**config.mk**
```make
export PLATFORM = sky130hd
export DESIGN_NAME = ddr_rd_seq
export DESIGN_NICKNAME = d
export VERILOG_FILES = /design/src/rtl/ddr_rd_pkg.sv /design/src/rtl/ddr_rd_ctrl.sv /design/src/rtl/ddr_rd_dpath.sv /design/src/rtl/ddr_rd_seq.sv
export SDC_FILE = /design/constraint.sdc
export NUM_CORES = 1
export LEC_CHECK = 0
export CAP_MARGIN = 20
export CELL_PAD_IN_SITES_DETAIL_PLACEMENT = 0
export CELL_PAD_IN_SITES_GLOBAL_PLACEMENT = 1
export CORE_MARGIN = 8
export CORE_UTILIZATION = 39
export CTS_CLUSTER_SIZE = 40
export DETAILED_ROUTE_END_ITERATION = 12
export PLACE_DENSITY_LB_ADDON = 0.05
export RECOVER_POWER = 25
export SLEW_MARGIN = 20
export SYNTH_ARGS = -nofsm -noshare
export SYNTH_HDL_FRONTEND = slang
export SYNTH_HIERARCHICAL = 1
export SYNTH_SLANG_ARGS = --single-unit
```
**constraint.sdc**
```tcl
create_clock -name clk -period 3.45 [get_ports clk]
set_input_delay 0.5175 -clock clk [delete_from_list [all_inputs] [get_ports clk]]
set_output_delay 0.5175 -clock clk [all_outputs]
set_load 0.01 [all_outputs]
```
**src/rtl/ddr_rd_pkg.sv**
```systemverilog
package ddr_rd_pkg;

  typedef enum logic [1:0] {
    OP_NOP  = 2'b00,
    OP_ACT  = 2'b01,
    OP_READ = 2'b10,
    OP_MRS  = 2'b11
  } ddrOp_t;

  // control -> datapath strobes
  typedef struct packed {
    logic actLatch;  // store row for cmdBank
    logic rdLatch;   // snapshot bank, column and mode, clear beat count
    logic beat;      // a data cycle is on the bus
  } seqStrobe_t;

endpackage

```
**src/rtl/ddr_rd_ctrl.sv**
```systemverilog
module ddr_rd_ctrl
  import ddr_rd_pkg::*;
#(
  parameter int NB     = 4,
  parameter int BANK_W = 2,
  parameter int ADDR_W = 8,
  parameter int TRCD   = 3
) (
  input  logic              clk,
  input  logic              rstN,
  input  logic [1:0]        cmdOp,
  input  logic [BANK_W-1:0] cmdBank,
  input  logic [ADDR_W-1:0] cmdAddr,
  output seqStrobe_t        strobe,
  output logic [2:0]        modeBl,
  output logic              modeBt,
  output logic              dqsOe,
  output logic              dqsHigh,
  output logic              dqOe,
  output logic              protoErr
);
  localparam int AGE_W = $clog2(TRCD + 1);
  localparam int T_W   = 5;

  logic [NB-1:0]    bankOpen;
  logic [AGE_W-1:0] actAge [NB];
  logic [2:0]       blCode, blRun;
  logic             btSel;
  logic [1:0]       clSel, clRun;
  logic             busy;
  logic [T_W-1:0]   tick;

  logic isAct, isRead, isMrs, rdOk, mrsOk;
  logic [2:0] newBl, newCl;
  logic [T_W-1:0] pairsRun, preT, firstT, postT;
  logic dataCyc;

  always_comb begin
    isAct  = (cmdOp == OP_ACT);
    isRead = (cmdOp == OP_READ);
    isMrs  = (cmdOp == OP_MRS);
    newBl  = cmdAddr[2:0];
    newCl  = cmdAddr[6:4];
    mrsOk  = (newBl >= 3'd1) && (newBl <= 3'd4) && ((newCl == 3'd2) || (newCl == 3'd3));
    rdOk   = isRead && !busy && bankOpen[cmdBank] && (actAge[cmdBank] >= AGE_W'(TRCD));
    pairsRun = T_W'(1) << (blRun - 3'd1);
    firstT   = T_W'(clRun) - T_W'(1);
    preT     = T_W'(clRun) - T_W'(2);
    postT    = firstT + pairsRun;
    dataCyc  = busy && (tick >= firstT) && (tick < postT);
  end

  for (genvar b = 0; b < NB; b++) begin : g_bank
    always_ff @(posedge clk or negedge rstN) begin
      if (!rstN) begin
        bankOpen[b] <= 1'b0;
        actAge[b]   <= '0;
      end else if (isAct && (cmdBank == BANK_W'(b))) begin
        bankOpen[b] <= 1'b1;
        actAge[b]   <= AGE_W'(1);
      end else if (actAge[b] < AGE_W'(TRCD)) begin
        actAge[b]   <= actAge[b] + AGE_W'(1);
      end
    end
  end

  always_ff @(posedge clk or negedge rstN) begin
    if (!rstN) begin
      busy     <= 1'b0;
      tick     <= '0;
      blCode   <= 3'd2;
      btSel    <= 1'b0;
      clSel    <= 2'd3;
      blRun    <= 3'd2;
      clRun    <= 2'd3;
      protoErr <= 1'b0;
    end else begin
      protoErr <= (isRead && !rdOk) || (isMrs && !mrsOk);
      if (rdOk) begin
        busy  <= 1'b1;
        tick  <= '0;
        blRun <= blCode;
        clRun <= clSel;
      end else if (busy) begin
        if (tick == postT) busy <= 1'b0;
        else tick <= tick + T_W'(1);
      end
      if (isMrs && mrsOk) begin
        blCode <= newBl;
        btSel  <= cmdAddr[3];
        clSel  <= newCl[1:0];
      end
    end
  end

  always_comb begin
    strobe.actLatch = isAct;
    strobe.rdLatch  = rdOk;
    strobe.beat     = dataCyc;
    modeBl  = blCode;
    modeBt  = btSel;
    dqsOe   = busy && (tick >= preT);
    dqsHigh = dataCyc;
    dqOe    = dataCyc;
  end

  AST_MODE_LEGAL: assert property (@(posedge clk) disable iff (!rstN)
    (blCode >= 3'd1) && (blCode <= 3'd4) && (clSel >= 2'd2));
  AST_DQ_INSIDE_DQS: assert property (@(posedge clk) disable iff (!rstN)
    dqOe |-> dqsOe);
  AST_PREAMBLE: assert property (@(posedge clk) disable iff (!rstN)
    $rose(dqOe) |-> ($past(dqsOe) && !$past(dqsHigh)));
  AST_POSTAMBLE: assert property (@(posedge clk) disable iff (!rstN)
    $fell(dqOe) |-> (dqsOe && !dqsHigh));
  AST_STROBE_RELEASE: assert property (@(posedge clk) disable iff (!rstN)
    (dqsOe && !dqOe && $past(dqOe)) |=> !dqsOe);
  AST_ERR_NO_START: assert property (@(posedge clk) disable iff (!rstN)
    protoErr |-> !$past(strobe.rdLatch));
endmodule

```
**src/rtl/ddr_rd_dpath.sv**
```systemverilog
module ddr_rd_dpath
  import ddr_rd_pkg::*;
#(
  parameter int NB     = 4,
  parameter int BANK_W = 2,
  parameter int COL_W  = 6,
  parameter int ROW_W  = 8,
  parameter int ADDR_W = 8,
  parameter int DATA_W = 16
) (
  input  logic              clk,
  input  logic              rstN,
  input  seqStrobe_t        strobe,
  input  logic [BANK_W-1:0] cmdBank,
  input  logic [ADDR_W-1:0] cmdAddr,
  input  logic [2:0]        modeBl,
  input  logic              modeBt,
  output logic [DATA_W-1:0] dqRise,
  output logic [DATA_W-1:0] dqFall
);
  localparam int IDX_W = BANK_W + COL_W;
  localparam int DEPTH = NB << COL_W;
  localparam logic [ROW_W-1:0] FILL = ROW_W'('hC3);

  logic [DATA_W-1:0] memArr [DEPTH];
  for (genvar i = 0; i < DEPTH; i++) begin : g_fill
    assign memArr[i] = {FILL, IDX_W'(i)};
  end

  logic [ROW_W-1:0]  rowTab [NB];
  logic [BANK_W-1:0] bankQ;
  logic [COL_W-1:0]  colQ;
  logic [2:0]        blQ;
  logic              btQ;
  logic [2:0]        pairIdx;

  always_ff @(posedge clk or negedge rstN) begin
    if (!rstN) begin
      for (int b = 0; b < NB; b++) rowTab[b] <= '0;
      bankQ   <= '0;
      colQ    <= '0;
      blQ     <= 3'd2;
      btQ     <= 1'b0;
      pairIdx <= '0;
    end else begin
      if (strobe.actLatch) rowTab[cmdBank] <= cmdAddr[ROW_W-1:0];
      if (strobe.rdLatch) begin
        bankQ   <= cmdBank;
        colQ    <= cmdAddr[COL_W-1:0];
        blQ     <= modeBl;
        btQ     <= modeBt;
        pairIdx <= '0;
      end else if (strobe.beat) begin
        pairIdx <= pairIdx + 3'd1;
      end
    end
  end

  function automatic logic [COL_W-1:0] beatCol(input logic [COL_W-1:0] start,
                                               input logic [3:0] off,
                                               input logic [COL_W-1:0] mask,
                                               input logic inter);
    logic [COL_W-1:0] o, lo;
    o  = COL_W'(off);
    lo = inter ? (start ^ o) : (start + o);
    return (start & ~mask) | (lo & mask);
  endfunction

  logic [COL_W-1:0]  mask, colE, colO;
  logic [DATA_W-1:0] rowMix;

  always_comb begin
    mask   = COL_W'((1 << blQ) - 1);
    colE   = beatCol(colQ, {pairIdx, 1'b0}, mask, btQ);
    colO   = beatCol(colQ, {pairIdx, 1'b1}, mask, btQ);
    rowMix = {rowTab[bankQ], IDX_W'(0)};
    dqRise = strobe.beat ? (memArr[{bankQ, colE}] ^ rowMix) : '0;
    dqFall = strobe.beat ? (memArr[{bankQ, colO}] ^ rowMix) : '0;
  end

  AST_BEAT_BOUND: assert property (@(posedge clk) disable iff (!rstN)
    strobe.beat |-> ({1'b0, pairIdx} < (4'd1 << (blQ - 3'd1))));
  AST_BEAT_STEP: assert property (@(posedge clk) disable iff (!rstN)
    ($past(strobe.beat) && !$past(strobe.rdLatch) && strobe.beat)
      |-> (pairIdx == $past(pairIdx) + 3'd1));
endmodule

```
**src/rtl/ddr_rd_seq.sv**
```systemverilog
module ddr_rd_seq
  import ddr_rd_pkg::*;
#(
  parameter int NB     = 4,
  parameter int COL_W  = 6,
  parameter int ROW_W  = 8,
  parameter int ADDR_W = 8,
  parameter int TRCD   = 3,
  localparam int BANK_W = $clog2(NB),
  localparam int DATA_W = ROW_W + BANK_W + COL_W
) (
  input  logic              clk,
  input  logic              rstN,
  input  logic [1:0]        cmdOp,
  input  logic [BANK_W-1:0] cmdBank,
  input  logic [ADDR_W-1:0] cmdAddr,
  output logic              dqsOe,
  output logic              dqsHigh,
  output logic              dqOe,
  output logic [DATA_W-1:0] dqRise,
  output logic [DATA_W-1:0] dqFall,
  output logic              protoErr
);
  seqStrobe_t strobe;
  logic [2:0] modeBl;
  logic       modeBt;

  ddr_rd_ctrl #(.NB(NB), .BANK_W(BANK_W), .ADDR_W(ADDR_W), .TRCD(TRCD)) u_ctrl (
    .clk(clk), .rstN(rstN), .cmdOp(cmdOp), .cmdBank(cmdBank), .cmdAddr(cmdAddr),
    .strobe(strobe), .modeBl(modeBl), .modeBt(modeBt),
    .dqsOe(dqsOe), .dqsHigh(dqsHigh), .dqOe(dqOe), .protoErr(protoErr)
  );

  ddr_rd_dpath #(.NB(NB), .BANK_W(BANK_W), .COL_W(COL_W), .ROW_W(ROW_W),
                 .ADDR_W(ADDR_W), .DATA_W(DATA_W)) u_dpath (
    .clk(clk), .rstN(rstN), .strobe(strobe), .cmdBank(cmdBank), .cmdAddr(cmdAddr),
    .modeBl(modeBl), .modeBt(modeBt), .dqRise(dqRise), .dqFall(dqFall)
  );
endmodule

```
[Word level (Yosys, flattened, before mapping)]
Memory sizes are Yosys's and may differ from the RTL's.
Index checks and enable logic that the tools add are counted.
Word-level totals
  bits in registers: 74
  bits in latches: 0
  RAM bits: 0
  bits in read-only memories: 8192
  input bits: 14
  output and inout bits: 36
  logic and storage cells: 145
  memories: 2
Memories
  (name not given): depth 256, width 16, read ports 1, clocked after memory_dff 0, wr ports 0, line ddr_rd_dpath.sv:77  | dqRise = strobe.beat ? (memArr[{bankQ, colE}] ^ rowMix) : '0;
  (name not given): depth 256, width 16, read ports 1, clocked after memory_dff 0, wr ports 0, line ddr_rd_dpath.sv:78  | dqFall = strobe.beat ? (memArr[{bankQ, colO}] ^ rowMix) : '0;
Cells by class
  $add $sub $neg: 13
  multiply operators: 0
  divide/modulo/power cells: 0
  $lt $le $gt $ge: 16
  eq/ne operators: 10
  shift-type cells: 2
  mux-type cells: 35
  bitwise logic cells: 14
  reduce and logical (&&, ||, !) cells: 29
Operators by type and width (number)
  $mux W16: 6
  $bwmux W32: 1
  $xor A16 B16 Y16: 2
  $mux W8: 3
  $mux W2: 10
  $and A6 B6 Y6: 3
  $ge A9 B9 Y1 const B: 2
  $not A8 Y9: 2
  $bmux W8 S2: 1
  $demux W8 S2: 1
  $logic_and A1 B1 Y1: 16
  $mux W5: 3
  $add A6 B4 Y6: 2
  $mux W6: 2
  $or A6 B6 Y6: 2
  $reduce_bool A2 Y1: 6
  $xor A6 B4 Y6: 2
  $ge A5 B5 Y1: 2
  $add A2 B1 Y2 const B: 4
  $eq A2 B2 Y1 const B: 4
  $lt A2 B2 Y1 const B: 4
  $eq A3 B2 Y1 const B: 2
  $ge A3 B3 Y1 const B: 2
  $mux W3: 2
  27 further kinds: 35

[Logic depth before layout (Yosys ltp)]
  word-level depth: 11
  mapped depth: 16
  depth with buffers taken out: 15

[Modules after synthesis]
Netlist, hierarchy kept.
Modules (own cells, without submodules)
  ddr_rd_dpath: times used 1, cells an instance 202, area each 2616.3 um^2, seq. area each 1177.4 um^2
  ddr_rd_ctrl: times used 1, cells an instance 173, area each 1908.1 um^2, seq. area each 758.2 um^2

[Least setup slack after synthesis]
Ideal clock, no wire load.
  path kind: register to output
  from: register u_ctrl.blRun[1]
  to: output dqRise[14]
  arrival time: 3245 ps
  data required time: 2932 ps
  path slack: -313 ps
  stages on the path, launching flop included: 14
  buffers on the path: 3
  cell sequence: dfstp_2 -> or3b_2 -> fa_1 -> inv_1 -> a21o_1 -> a21oi_1 -> xnor2_1 -> ha_1 -> a21oi_1 -> and3_1 -> buf_4 -> clkbuf_1 -> nor2b_1 -> buf_4
Between the ends
  elaborated cells between the ends (all ways): 17
  those cells by class: add/sub: 3; order compare: 1; shift: 2; mux: 3; bitwise: 6; reduce/logical: 1; memory: 1
RTL lines
  start, declared: line ddr_rd_ctrl.sv:27  | logic [2:0] blCode, blRun;
  start signal, assigned: line ddr_rd_ctrl.sv:82  | blRun <= blCode;
  $sub A3 B1 Y3: line ddr_rd_ctrl.sv:46  | pairsRun = T_W'(1) << (blRun - 3'd1);
  $shl A1 B3 Y5: line ddr_rd_ctrl.sv:46
  $add A5 B5 Y5: line ddr_rd_ctrl.sv:49  | postT = firstT + pairsRun;
  $lt A5 B5 Y1: line ddr_rd_ctrl.sv:50  | dataCyc = busy && (tick >= firstT) && (tick < postT);
  $logic_and A1 B1 Y1: line ddr_rd_ctrl.sv:50
  via dqOe: line ddr_rd_seq.sv:19  | output logic dqOe,
  $mux W16: line ddr_rd_dpath.sv:77
  end, declared: line ddr_rd_seq.sv:20  | output logic [DATA_W-1:0] dqRise,
The timed path passes the listed nets, and every way through them passes these cells. The select of a mux whose other input is x is not followed.

[Final worst setup path]
  from: register u_ctrl.blRun[1]
  to: output dqRise[15]
Between the ends
  word-level cells in the longest chain between the ends: 11
  elaborated cells between the ends (all ways): 17
  those cells by class: add/sub: 3; order compare: 1; shift: 2; mux: 3; bitwise: 6; reduce/logical: 1; memory: 1
RTL lines (line)
  $shl A1 B3 Y6
  $sub A6 B2 Y6
  $not A6 Y6
  $and A6 B6 Y6
  $or A6 B6 Y6
  $not A8 Y9
  $mem_v2 Z256 W16
  $mux W16 (2 in a row)
  $xor A16 B16 Y16
  $mux W16 (*): ddr_rd_dpath.sv:77
Mark *: on every way between the ends. The rest lies on a longest branch, timed or not. The select of a mux whose other input is x is not followed.

==> impl_results.md <==
- CTS Buf Count: 9
- Slowest CP cell: dfstp_2
- Max Clock Freq: 264 MHz
- Worst EP required: 2930 ps
- Clock transition at path regs: 60 ps
- Maxcap violations: 1
- CP Launch Point: u_ctrl/blRun[1]
- Slew headroom: -49.6%
- RSZ-0062 raised after global routing: yes
- XOR/XNOR Fraction of Synth Area: 4.26%
- Largest area contributor in the netlist: dfrtp_1
- Max VDD drop: roughly 0.61 mV
- DR vias/cell: between 5 and 6
- Core footprint: around 11000 um^2
- Mapped cell area: 4520 um^2
- Grt met1 use: around 17%
- Critical setup path kind: reg2out
- Register area share after synthesis: between 40% and 50%
- # rows: 39
- Number of antenna violations at the first check in global routing: 0
- Setup violators final: 34
- Final Max Slew Viols: 40
- Post-Syn Area per Cell: roughly 12 um^2
- Final period util: 110%
- Placed cells: between 500 and 600
- Min-delay worst type: reg2reg
- Wire per inst: between 15 and 20 um
- M2 GR Usage: about 22%
- Cell variety after synth: 50
- First-pass GRT wire length: ~16000 um
- Ys flop type: dfrtp_1
- Root Driver: clkbuf_16
- 1st-iter DRT viols: 97
- Gpl congestion: between 0.7 and 0.8
- Clk sinks: 77
- Most common cell after layout, fill and taps aside: dfrtp_1
- Die width: 124 um
- Syn Nets: approximately 420
- Post-synthesis simple-gate area fraction: 12.9%
- Setup slack after layout: -332 ps
- Setup Skew: 2.52 ps
- Final Hold Vio Count: 0
- Area grow syn2layout: 27.8%
- CTS tree: built
- Critical Path AT: ~3300 ps
- Synth Area in Compound Gates: just over 5%
- Crit path cell chain: or3b_4, fa_2, ha_4, nor2b_4, o21a_1, o211ai_1, and3_4, buf_6, buf_6, nor2b_4, buf_6
- Initial Utilization: between 30% and 40%
- Post-Synth Adder-Cell Area: about a tenth
- Violations in the final reports: max-capacitance violations, max-slew violations, negative setup slack
- Crit-path leading delay family: simple AND/OR/NAND/NOR gates
- P_leak: between 2 and 3 nW
- Combinational family with the most area after synthesis: multiplexers
- Largest net degree at the start of global routing: 78
- Number of hold buffers added after cts: 0
- Worst Hold Launch: u_ctrl/bankOpen[1]
- Total of warnings raised by yosys: 6
- Number of synthesized flops with an enable pin: 0
- R2r startpoint: u_ctrl/blRun[1]
- # diodes: 0
- DP Wirelength: 6790 um
- TNS Setup: -8960 ps
- Status: complete, but fails checks
- Grt total ovfl: 0
- Minimum clock period: between 3000 and 4000 ps
- Flops & latches, synth: between 70 and 80
- Final wirelength: 9840 um
- Fillers: roughly 1.1k
- Commonest non-fill, non-tap cells in the layout: dfrtp_1 (70), mux2_2 (51), buf_6 (32)
- Most common cell on crit path: buf_6
- Worst path max stage delay: approximately 550 ps
- Clock H-tree levels: 3
- Startpoint Class: flop
- Share of layout cells above drive strength 1: ~44%
- Layout Cells excl Fill: between 500 and 600
- Worst Max-Slew Pin Slew: 2240 ps
- Dpl ws: -386 ps
- Via count: ~3k
- Bufs and invs on worst path: 3
- Post-DRT Antenna Nets: 0
- Clk buf depth: 2
- Cell area power density: approximately 1100 nW/um^2
- DRT Pass-1 Iters: 3
- CP endpoint kind: primary output
- Largest fanout on the critical path: 6
- Met3 Track Usage GR: 3.35%
- Post-synthesis mux area share: ~20%
- Synth top area cells: dfrtp_1 (39%), mux2_2 (13%), ha_1 (8.3%), mux4_2 (4.5%), dfstp_2 (4.1%)
- Final net count: 494
- Synth top area share: between 30% and 40%
- Global-route usage over all layers: 13.6%
- I/O Buffers: 49
- Worst-Skew Late Latency: approximately 330 ps
- Vias in the first global route: a little over 3k
- Boundary Pins: 50
- Global route hottest layer: met2
- Cells after Synth: 375
- Die Area: roughly 15000 um^2
- Asr flop ratio synth: 100%
- Post-route DRC: 0
- Die Span Y: 124 um
[layout make-up]
cell class	count	area, um^2	share of cell area [%]
Sequential cell	77	1940	33.5
Clock inverter	3	17.5	0.303
Multi-Input combinational cell	259	2510	43.4
Timing Repair Buffer	86	805	13.9
Inverter	14	52.6	0.909
Tap cell	143	179	3.10
Clock buffer	13	280	4.85
[stage by stage]
step	utilization, %	hold slack [ps]	total power, mW	cell area (um^2)
floorplan	-	222	3.85	4610
CTS	49.9	393	6.35	5680
finish	50.8	471	6.47	5780
global route	50.8	488	7.02	5780
detailed placement	46.5	454	5.04	5290
global placement	46.5	454	5.00	5290
[metal layers]
layer	routed length, um	vias to the layer above	part of all wire [%]
met5	0	-	0
met4	113	0	1.1
met3	333	7	3.4
met2	4850	32	49
met1	4540	1492	46
li1	-	1471	-
[flip-flops by register name, summed over array words and instances (netlist names)]
name	count
u_ctrl/modeBl	3
u_ctrl/protoErr	1
u_ctrl/clRun	2
u_dpath/blQ	3
u_ctrl/clSel	2
u_dpath/bankQ	2
u_dpath/rowTab	32
u_dpath/btQ	1
u_ctrl/blRun	3
u_ctrl/modeBt	1
u_ctrl/busy	1
u_ctrl/tick	5
u_ctrl/bankOpen	4
u_dpath/pairIdx	3
u_dpath/colQ	6
u_ctrl/actAge	8
[cell usage after synthesis (9+ instances only)]
library cell,count
mux2_2,51
xor2_1,11
mux4_2,9
ha_1,30
mux2i_1,10
inv_1,14
dfrtp_1,70
buf_4,15
xnor2_1,11
nor2_1,17
a21oi_1,12
and2_1,10
nand2b_1,12
nand2_1,12
[where the power goes]
group / internal [mW] / switching (mW)
Sequential: 1.24 / 0.368
Combinational: 2.27 / 1.67
Clock: 0.563 / 0.359
[what timing repair did]
action,4_1_cts,5_1_grt
pin swaps,6,10
cloned,1,0
gates resized for setup,175,16
endpoints found under the setup margin,34,35
buffers inserted,9,4
[worst paths after layout]
path	endpoint	slack, ps	cells after the start
worst max-delay path	dqRise[15]	-330	11
worst min-delay path	u_ctrl/bankOpen[1]	470	1
worst max register to register	u_ctrl/tick[1]	200	13
worst min register to register	u_ctrl/bankOpen[1]	470	1
max in group asynchronous	u_dpath/rowTab[17]	1320	1
min in group asynchronous	u_ctrl/actAge[3]	850	1
[cells by family (layout without fill, tap and decap cells)]
| logic type | count (synthesis) | count (layout) |
|---|---|---|
| mux | 72 | 72 |
| fa+ha+maj | 33 | 33 |
| xor+xnor | 22 | 22 |
| buf+inv | 40 | 116 |
| flops | 77 | 77 |
| compound gates | 37 | 37 |
| simple gates | 94 | 95 |
(Power assumes the default switching activity.)
